### src/rtl/pll_cfg_pkg.sv
package pll_cfg_pkg;

    localparam int REG_W  = 32;
    localparam int LANE_W = 8;
    localparam int LANES  = REG_W / LANE_W;

    localparam logic [REG_W-1:0] RSV_MASK = 32'h00C0_808C;
    localparam logic [REG_W-1:0] DIV_MASK = 32'hEE3E_7F73;

    typedef struct packed {
        logic [2:0] r_code;
        logic       r_en;
        logic [2:0] q_code;
        logic       q_en;
        logic [4:0] p_code;
        logic       p_en;
        logic [6:0] n_mult;
        logic [2:0] m_div;
        logic [1:0] src;
    } cfg_t;

    typedef struct packed {
        logic r_code;
        logic r_en;
        logic q_code;
        logic q_en;
        logic p_code;
        logic p_en;
        logic n_mult;
        logic m_div;
        logic src;
    } cfg_we_t;

    function automatic cfg_t unpack_cfg(input logic [REG_W-1:0] w);
        cfg_t c;
        c.r_code = w[31:29];
        c.r_en   = w[28];
        c.q_code = w[27:25];
        c.q_en   = w[24];
        c.p_code = w[21:17];
        c.p_en   = w[16];
        c.n_mult = w[14:8];
        c.m_div  = w[6:4];
        c.src    = w[1:0];
        return c;
    endfunction

    function automatic logic [REG_W-1:0] pack_cfg(input cfg_t c);
        logic [REG_W-1:0] w;
        w        = '0;
        w[31:29] = c.r_code;
        w[28]    = c.r_en;
        w[27:25] = c.q_code;
        w[24]    = c.q_en;
        w[21:17] = c.p_code;
        w[16]    = c.p_en;
        w[14:8]  = c.n_mult;
        w[6:4]   = c.m_div;
        w[1:0]   = c.src;
        return w;
    endfunction

    function automatic logic [3:0] code_to_ratio(input logic [2:0] code);
        return {1'b0, code} + 4'd1;
    endfunction

endpackage

### src/rtl/pll_cfg_gate.sv
module pll_cfg_gate
    import pll_cfg_pkg::*;
(
    input  logic             wr_en,
    input  logic [LANES-1:0] wr_strb,
    input  cfg_t             wr_cfg,
    input  logic             pll_on,
    input  logic             r_is_sysclk,
    output cfg_we_t          we,
    output logic             blocked
);
    logic [LANES-1:0] lane;
    logic             div_ok;
    logic             r_code_legal;

    always_comb begin
        lane         = wr_en ? wr_strb : '0;
        div_ok       = !pll_on;
        r_code_legal = (wr_cfg.r_code != 3'd0);

        we.r_code = lane[3] && div_ok && r_code_legal;
        we.r_en   = lane[3] && !r_is_sysclk;
        we.q_code = lane[3] && div_ok;
        we.q_en   = lane[3];
        we.p_code = lane[2] && div_ok;
        we.p_en   = lane[2];
        we.n_mult = lane[1] && div_ok;
        we.m_div  = lane[0] && div_ok;
        we.src    = lane[0] && div_ok;

        blocked = ((|lane) && pll_on)
                || (lane[3] && r_is_sysclk)
                || (lane[3] && !r_code_legal);
    end
endmodule

### src/rtl/pll_cfg_store.sv
module pll_cfg_store
    import pll_cfg_pkg::*;
#(
    parameter logic [REG_W-1:0] RESET_VAL = 32'h2204_0100
) (
    input  logic    clk,
    input  logic    rst,
    input  cfg_t    wr_cfg,
    input  cfg_we_t we,
    input  logic    blocked_in,
    output cfg_t    cfg,
    output logic    blocked_q
);
    localparam cfg_t RST_CFG = unpack_cfg(RESET_VAL);

    always_ff @(posedge clk) begin
        if (rst) begin
            cfg       <= RST_CFG;
            blocked_q <= 1'b0;
        end else begin
            if (we.r_code) cfg.r_code <= wr_cfg.r_code;
            if (we.r_en)   cfg.r_en   <= wr_cfg.r_en;
            if (we.q_code) cfg.q_code <= wr_cfg.q_code;
            if (we.q_en)   cfg.q_en   <= wr_cfg.q_en;
            if (we.p_code) cfg.p_code <= wr_cfg.p_code;
            if (we.p_en)   cfg.p_en   <= wr_cfg.p_en;
            if (we.n_mult) cfg.n_mult <= wr_cfg.n_mult;
            if (we.m_div)  cfg.m_div  <= wr_cfg.m_div;
            if (we.src)    cfg.src    <= wr_cfg.src;
            blocked_q <= blocked_in;
        end
    end
endmodule

### src/rtl/pll_cfg_decode.sv
module pll_cfg_decode
    import pll_cfg_pkg::*;
(
    input  cfg_t             cfg,
    output logic [REG_W-1:0] rd_data,
    output logic [3:0]       r_ratio
);
    always_comb begin
        rd_data = pack_cfg(cfg);
        r_ratio = code_to_ratio(cfg.r_code);
    end
endmodule

### src/rtl/pll_cfg_reg.sv
module pll_cfg_reg
    import pll_cfg_pkg::*;
#(
    parameter logic [31:0] RESET_VAL = 32'h2204_0100
) (
    input  logic        clk,
    input  logic        rst,
    input  logic        wr_en,
    input  logic [3:0]  wr_strb,
    input  logic [31:0] wr_data,
    input  logic        pll_on,
    input  logic        r_is_sysclk,
    output logic [31:0] rd_data,
    output logic [3:0]  r_ratio,
    output logic        wr_blocked
);
    cfg_t    wr_cfg;
    cfg_t    cfg;
    cfg_we_t we;
    logic    blocked;

    assign wr_cfg = unpack_cfg(wr_data);

    pll_cfg_gate u_gate (
        .wr_en       (wr_en),
        .wr_strb     (wr_strb),
        .wr_cfg      (wr_cfg),
        .pll_on      (pll_on),
        .r_is_sysclk (r_is_sysclk),
        .we          (we),
        .blocked     (blocked)
    );

    pll_cfg_store #(.RESET_VAL(RESET_VAL)) u_store (
        .clk        (clk),
        .rst        (rst),
        .wr_cfg     (wr_cfg),
        .we         (we),
        .blocked_in (blocked),
        .cfg        (cfg),
        .blocked_q  (wr_blocked)
    );

    pll_cfg_decode u_decode (
        .cfg     (cfg),
        .rd_data (rd_data),
        .r_ratio (r_ratio)
    );
endmodule

### config.mk
export PLATFORM = sky130hd
export DESIGN_NAME = pll_cfg_reg
export DESIGN_NICKNAME = d
export VERILOG_FILES = /design/src/rtl/pll_cfg_pkg.sv /design/src/rtl/pll_cfg_gate.sv /design/src/rtl/pll_cfg_store.sv /design/src/rtl/pll_cfg_decode.sv /design/src/rtl/pll_cfg_reg.sv
export SDC_FILE = /design/constraint.sdc
export NUM_CORES = 1
export LEC_CHECK = 0
export BUFFER_PORTS_ARGS = -buffer_cell sky130_fd_sc_hd__buf_2
export CAP_MARGIN = 10
export CORE_MARGIN = 2
export CORE_UTILIZATION = 36
export CTS_CLUSTER_SIZE = 24
export DETAILED_ROUTE_END_ITERATION = 8
export PLACE_DENSITY = 0.78
export SYNTH_ARGS = -nofsm -noshare
export SYNTH_HDL_FRONTEND = slang
export SYNTH_SLANG_ARGS = --single-unit
### constraint.sdc
create_clock -name clk -period 0.8 [get_ports clk]
set_clock_uncertainty 0.1 [all_clocks]
set_input_delay 0.08 -clock clk [delete_from_list [all_inputs] [get_ports clk]]
set_output_delay 0.08 -clock clk [all_outputs]
set_load 0.1 [all_outputs]
# Yosys cells after proc, flatten, opt, wreduce, memory -nomap -nowiden
# Cells that the tools add are included.
word_totals:
  regBits: 27
  inputBits: 41
op_classes:
  n_addsub: 1
  n_mux: 1
  reduce_logical: 16
op_table:
  columns: ["op", "n"]
  rows:
  - ["1-bit logical AND", 9]
  - ["3-bit by 1-bit adder with 4-bit output, second input constant", 1]
  - ["4-bit 2-to-1 mux", 1]
  - ["4-bit OR reduction", 1]
  - ["1-bit zero test", 3]
  - ["3-bit nonzero test", 1]
  - ["1-bit logical OR", 2]

# Depth between registers and ports, before layout
# Gate-level depths: netlist (run 1).
depth:
  word_depth: 5
  depth_mapped: 5
  mapped_depth_nobuf: 3

# By module
# Synthesis (run 1) repeated with hierarchy kept, for this count alone.
unflattened:
  hier_cells: 137
  hier_area_um2: 1332.5
modules_own_cells:
  columns: ["module", "instances", "cells_each", "area_each_um2", "seq_area_each_um2"]
  rows:
  - ["pll_cfg_store", 1, 85, 964.7, 540.5]
  - ["pll_cfg_decode", 1, 37, 275.3, 0.0]
  - ["pll_cfg_gate", 1, 15, 92.6, 0.0]

# Worst setup path after synthesis (run 1)
# No wires, ideal clock.
synth_path:
  kind: "register to output"
  from: "reg, netlist name u_store.cfg[23]"
  to: "out r_ratio[2]"
  t_arrival_ns: 2.700
  required_ns: 0.620
  path_slack_ns: -2.080
  stages_incl_launch_ff: 3
  cell_sequence: "dfxtp_1 > ha_1 > xor2_1"
synth_between:
  elab_chain_cells: 1
synth_lines:
  columns: ["item", "line_no", "rtl"]
  rows:
  - ["3-bit by 1-bit adder with 4-bit output", "pll_cfg_pkg.sv:64", "return {1'b0, code} + 4'd1;"]
  - ["to (decl)", "pll_cfg_reg.sv:14", "output logic [3:0] r_ratio,"]
# Every way passes these cells.

# Worst setup path in the final report (run 1)
layout_path:
  from: "reg, netlist name u_store.cfg[24]"
  to: "out r_ratio[2]"
layout_between:
  elab_chain_cells: 1
layout_lines:
  columns: ["item", "line_no"]
  rows:
  - ["3-bit by 1-bit adder with 4-bit output", "pll_cfg_pkg.sv:64"]
# Every way passes these cells.

==> impl_metrics.env, run 1 <==
export IMPL_synth_area_leaders="dfxtp_1 48%, mux2i_1 13%, buf_4 5.3%"
export IMPL_overflow=0
export IMPL_synthXorXnorAreaFrac_pct=0.771
export IMPL_io_pins=78
export IMPL_synth_top_area_share_pct=47.6
export IMPL_multi_input_area_sq_um=606
export IMPL_cts_tree="yes"
export IMPL_fin_crit_ps=1390
export IMPL_synth_top_family_by_area="simple AND/OR/NAND/NOR gates"
export IMPL_yosys_area_share_adder_pct=1.10
export IMPL_cts_sinks=27
export IMPL_powerDensity_nw_per_um2=1330
export IMPL_core_sq_um=3030
export IMPL_synth_cells=119
export IMPL_finalHoldViolCount=10
export IMPL_dp_hpwl_um=2410
export IMPL_ys_warn_count=0
export IMPL_cp_start_kind="register"
export IMPL_grt_pass1_vias=1226
export IMPL_cts_buffer_depth=2
export IMPL_wl_per_cell_um=14.5
export IMPL_fin_util_pct=80.5
export IMPL_drc=0
export IMPL_violations="negative hold slack, negative setup slack"
export IMPL_synth_mux_area_share_pct=13.2
export IMPL_synth_most_common_cell="dfxtp_1"
export IMPL_arrival_ps=1210
export IMPL_worst_pin_slew_ps=523
export IMPL_design_area_sq_um=2440
export IMPL_firstDrtPassIters=4
export IMPL_whs_ps=-96.6
export IMPL_clkLatencyLatePin_ps=310
export IMPL_status="finished, violations left"
export IMPL_numPortBuffers=65
export IMPL_grt_pass1_wl_um=5610
export IMPL_synth_distinct_cells=28
export IMPL_synthTopCellsByCount="27 x dfxtp_1, 16 x nor2_1, 15 x mux2i_1, 13 x nand2_1"
export IMPL_crit_type="reg -> out"
export IMPL_die_area_sq_um=3620
export IMPL_maxCapViolCount=0
export IMPL_die_x_um=60.2
export IMPL_fin_nets=252
export IMPL_initial_utilization_pct=37.5
export IMPL_fmax_mhz=721
export IMPL_cts_buffers_inserted=3
export IMPL_layout_drive_gt1_share_pct=60.3
export IMPL_fin_ws_ps=-586
export IMPL_gp_congestion=0.772
export IMPL_die_h_um=60.2
export IMPL_cts_htree_levels=1
export IMPL_synth_enable_flop_cells=0
export IMPL_ant_nets=0
export IMPL_regArea_sq_um=642
export IMPL_drv_slew=0
export IMPL_ys_flop_type="dfxtp_1"
export IMPL_grt_util_all_layers_pct=20.8
export IMPL_ys_async_sr_fraction_pct=0
export IMPL_netlist_area_sq_um=1140
export IMPL_synth_compound_area_share_pct=7.60
export IMPL_cp_required_ps=620
export IMPL_period_share_pct=173
export IMPL_synth_seq_cells=27
export IMPL_viasPerCell=4.66
export IMPL_yosysSeqAreaShare_pct=47.6
export IMPL_setup_violations_final=41
export IMPL_dp_cells=235
export IMPL_ir_drop_uv=1000
export IMPL_end_kind="output port"
export IMPL_clk_pin_slew_worst_paths_ps=140
export IMPL_synth_top_area_cell="dfxtp_1"
export IMPL_antenna_found_initial=0
export IMPL_core_rowCount=20
export IMPL_wirelength_um=3660
export IMPL_fin_cells=253
export IMPL_diodes=0
export IMPL_cp_max_fo=2
export IMPL_yosys_area_share_simple_pct=21.0
export IMPL_grt_max_degree=28
export IMPL_leakagePower_nw=1.13
export IMPL_rsz0062_at_grt="yes"
export IMPL_area_delta_synth_final_pct=115
export IMPL_setup_tns_final_ps=-10020
export IMPL_relSlewSlack_pct=65.1
export IMPL_drt_iter0_drc=13
export IMPL_hold_path_class="in -> reg"
export IMPL_avgSynthCellArea_sq_um=9.55
export IMPL_fill_cells=174
export IMPL_vias=1179
export IMPL_root_buffer="clkbuf_4"
export IMPL_dpl_cell_area_sq_um=2160
[layer usage]
| metal | part of all wire (%) | GRT usage (%) |
|---|---|---|
| met1 | 39 | 23.6 |
| met2 | 53 | 37.6 |
| met3 | 8.4 | 7.14 |
| met4 | 0.38 | 3.81 |
| met5 | 0 | 0 |
[metrics by stage]
stage | worst slack (ps) | power (mW)
floorplan | -709 | 2.18
global placement | -319 | 2.58
finish | -586 | 3.24
global route | -640 | 3.38
detailed placement | -340 | 2.59
CTS | -603 | 3.23
[power by group]
part	switching [mW]	internal [mW]	total, mW
clock network	0.375	0.195	0.570
registers	0.0589	1.34	1.40
logic	0.789	0.483	1.27
total	1.22	2.02	3.24
[layout make-up]
class | instances | share of cell area [%]
Inverter | 3 | 0.462
Timing Repair Buffer | 93 | 45.0
Sequential cell | 27 | 26.3
Multi-Input combinational cell | 82 | 24.8
Clock buffer | 4 | 1.08
Tap cell | 44 | 2.26
[flip-flops by register name (all words and copies together) (netlist names)]
name and count:
u_store.blocked_q 1, u_store.cfg 26
[cells in the final DEF (no fill, tap or decap), types with 2 or more instances in the layout]
master / n
nand2_1: 10
a211o_1: 2
buf_4: 11
dlygate4sd3_1: 15
buf_12: 31
nand2_2: 3
conb_1: 6
nor2_1: 16
nand3_1: 2
clkbuf_4: 3
mux2i_1: 14
dlymetal6s4s_1: 2
o21ai_1: 2
a21oi_2: 5
dfxtp_4: 27
buf_2: 26
a21oi_1: 4
nand3b_1: 3
inv_1: 2
nand3b_4: 2
buf_6: 8
[timing repair]
action / in CTS / in global routing
hold buffers: 16 / 1
pin swaps: 2 / 3
resized for setup: 8 / 17
buffers inserted: 1 / 3
hold endpoints to repair: 25 / 10
cloned: 0 / 0
setup endpoints to repair: 35 / 55
[path summary, 6_finish.rpt]
| path | startpoint | end | slack (ps) | cells past startpoint |
|---|---|---|---|---|
| hold / removal | wr_data[13] | u_store.cfg[10] | -100 | 3 |
| hold reg to reg | u_store.cfg[12] | u_store.cfg[12] | 400 | 2 |
| setup reg to reg | u_store.cfg[24] | u_store.cfg[24] | -160 | 4 |
| setup / recovery | u_store.cfg[24] | r_ratio[2] | -590 | 3 |
[worst max-delay path, cell delays in order, from the launching register on]
cell and delay, ps:
dfxtp_4 380, ha_4 150, xor2_4 170, buf_12 190
[cell families (layout without fill, tap and decap cells)]
group / count (synthesis) / in the layout
and+or+nand+nor: 44 / 44
DFF: 27 / 27
AOI/OAI and AO/OA: 15 / 15
muxes: 15 / 15
buffers and inverters: 15 / 100
adders and majority gates: 1 / 1
other: 1 / 6
xor gates and xnor gates: 1 / 1
(Power assumes the default switching activity.)
==> run 2: changes to the inputs <==
==> constraint.sdc (replaced) <==
create_clock -name clk -period 1.1 [get_ports clk]
set_clock_uncertainty 0.1 [all_clocks]
set_input_delay 0.11 -clock clk [delete_from_list [all_inputs] [get_ports clk]]
set_output_delay 0.11 -clock clk [all_outputs]
set_load 0.1 [all_outputs]
==> impl_metrics.env, run 2 (same netlist as run 1, synthesis figures left out) <==
export IMPL_status="finished, violations left"
export IMPL_violations="negative setup slack"
export IMPL_leakagePower_nw=1.10
export IMPL_endpoint="r_ratio[2]"
export IMPL_fin_nets=257
export IMPL_reg2reg_to="u_store.cfg[25]"
export IMPL_area_delta_synth_final_pct=106
export IMPL_vias=1154
export IMPL_cp_start_kind="register"
export IMPL_worst_pin_slew_ps=510
export IMPL_switching_share_pct=37.2
export IMPL_rsz0062_at_grt="yes"
export IMPL_gp_congestion=0.748
export IMPL_grtUsageMet1_pct=20.9
export IMPL_drt_iter0_drc=30
export IMPL_fin_cells=258
export IMPL_cts_sinks=27
export IMPL_dp_cells=225
export IMPL_p_comb_share_pct=37.8
export IMPL_io_pins=78
export IMPL_drv_slew=0
export IMPL_cts_buffer_depth=2
export IMPL_overflow=0
export IMPL_r2r_start="u_store.cfg[25]"
export IMPL_layout_drive_gt1_share_pct=52.3
export IMPL_dp_hpwl_um=2250
export IMPL_drc=0
export IMPL_firstDrtPassIters=4
export IMPL_grt_pass1_vias=1181
export IMPL_top_usage_layer="met2"
export IMPL_critPathLaunch="u_store.cfg[24]"
export IMPL_grt_util_all_layers_pct=19.3
export IMPL_fin_crit_ps=1420
export IMPL_regMostFlops="u_store.cfg"
export IMPL_end_kind="output port"
export IMPL_grtUsageMet3_pct=4.55
export IMPL_dpl_cell_area_sq_um=2020
export IMPL_design_area_sq_um=2340
export IMPL_cp_required_ps=890
export IMPL_largest_reg_flops=26
export IMPL_cts_buffers_inserted=3
export IMPL_core_sq_um=3030
export IMPL_arrival_ps=1210
export IMPL_maxCapViolCount=0
export IMPL_cts_htree_levels=1
export IMPL_core_rowCount=20
export IMPL_hold_path_class="in -> reg"
export IMPL_antenna_found_initial=0
export IMPL_p_seq_share_pct=44.4
export IMPL_final_common_cell="buf_2"
export IMPL_crit_type="reg -> out"
export IMPL_min_path_cells=3
export IMPL_final_cell_mix="34 x buf_2, 31 x buf_12, 27 x dlygate4sd3_1"
export IMPL_viasPerCell=4.47
export IMPL_wirelength_um=3200
export IMPL_fmax_mhz=704
export IMPL_initial_utilization_pct=37.5
export IMPL_die_h_um=60.2
export IMPL_ant_nets=0
export IMPL_rrSetupSlack_ps=180
export IMPL_intPower_mw=1.49
export IMPL_die_area_sq_um=3620
export IMPL_root_buffer="clkbuf_4"
export IMPL_largestRegisters="u_store.cfg x26, u_store.blocked_q x1"
export IMPL_fin_ws_ps=-320
export IMPL_grt_max_degree=28
export IMPL_die_x_um=60.2
export IMPL_diodes=0
export IMPL_wl_per_cell_um=12.4
export IMPL_grt_pass1_wl_um=5190
export IMPL_clkLatencyLatePin_ps=310
export IMPL_power_frac_clock_pct=17.9
export IMPL_period_share_pct=129
export IMPL_met2_usage_pct=35.1
export IMPL_cts_tree="yes"
export IMPL_ir_drop_uv=676
export IMPL_netSwitchingPower_mw=0.884
export IMPL_cp_max_fo=3
export IMPL_finalHoldViolCount=0
export IMPL_numPortBuffers=65
export IMPL_powerDensity_nw_per_um2=1020
export IMPL_setup_violations_final=7
export IMPL_clk_pin_slew_worst_paths_ps=150
export IMPL_reg2reg_depth=3
export IMPL_relSlewSlack_pct=66.0
run 2: cell types whose count changed in the layout (fill, tap and decap cells not counted), sizes merged:
cell and delta:
clkinv +1, dlymetal6s4s -2, buf -5, dlygate4sd3 +12, clkbuf -1
run 2: power by group through the flow:
| stage | Sequential (mW) | Combinational [mW] | Clock, mW |
|---|---|---|---|
| final | 1.06 | 0.898 | 0.425 |
| after global routing | 1.06 | 0.936 | 0.497 |
| after CTS | 1.06 | 0.896 | 0.451 |
| after detailed placement | 1.08 | 0.817 | 0 |
| after global placement | 1.08 | 0.808 | 0 |
| after floorplan | 1.33 | 0.286 | 0 |
run 2: worst min path at each step:
| stage | slack [ps] | start | to |
|---|---|---|---|
| finish | 1 | wr_data[6] | u_store.cfg[4] |
| global route | 10 | wr_data[6] | u_store.cfg[4] |
| CTS | 0.6 | wr_data[6] | u_store.cfg[4] |
| detailed placement | 230 | wr_data[25] | u_store.cfg[19] |
| global placement | 220 | wr_data[25] | u_store.cfg[19] |
| floorplan | 120 | wr_data[29] | u_store.cfg[23] |
run 2: routing by layer:
layer | wire [um] | vias to the layer above
met2 | 1690 | 44
met3 | 178 | 6
li1 | - | 578
met5 | 0 | -
met4 | 68 | 0
met1 | 1270 | 526
run 2: area by class of cell:
| cell class | count | area [sq um] |
|---|---|---|
| tap | 44 | 55.1 |
| multi-input combinational | 82 | 552 |
| timing repair buffer | 98 | 1110 |
| clock inverter | 1 | 5.00 |
| fill | 195 | 688 |
| inverter | 3 | 11.3 |
| sequential | 27 | 584 |
| clock buffer | 3 | 22.5 |
run 2: critical path, cell delays in order (launching register included):
cell     delay, ps
dfxtp_4        390
ha_4           150
xor2_4         170
buf_12         190
run 2: through the flow:
step / hold WS (ps) / worst slack, ps / power, mW / setup TNS (ps) / utilization (%)
floorplan: 115 / -439 / 1.62 / -889 / -
global placement: 222 / 12.1 / 1.88 / 0 / 66.8
detailed placement: 227 / -59.5 / 1.90 / -66.0 / 66.8
CTS: 0.634 / -343 / 2.40 / -1580 / 77.0
global route: 11.6 / -370 / 2.49 / -2500 / 77.3
finish: 1.11 / -320 / 2.38 / -1390 / 77.3
run 2: timing repair:
action                     CTS  global route
hold endpoints to repair    24             0
gates cloned                 0             0
pin swaps                    2             0
setup endpoints to repair   18            31
setup buffers                1             1
hold buffers                27             0
gates resized for setup      2             0
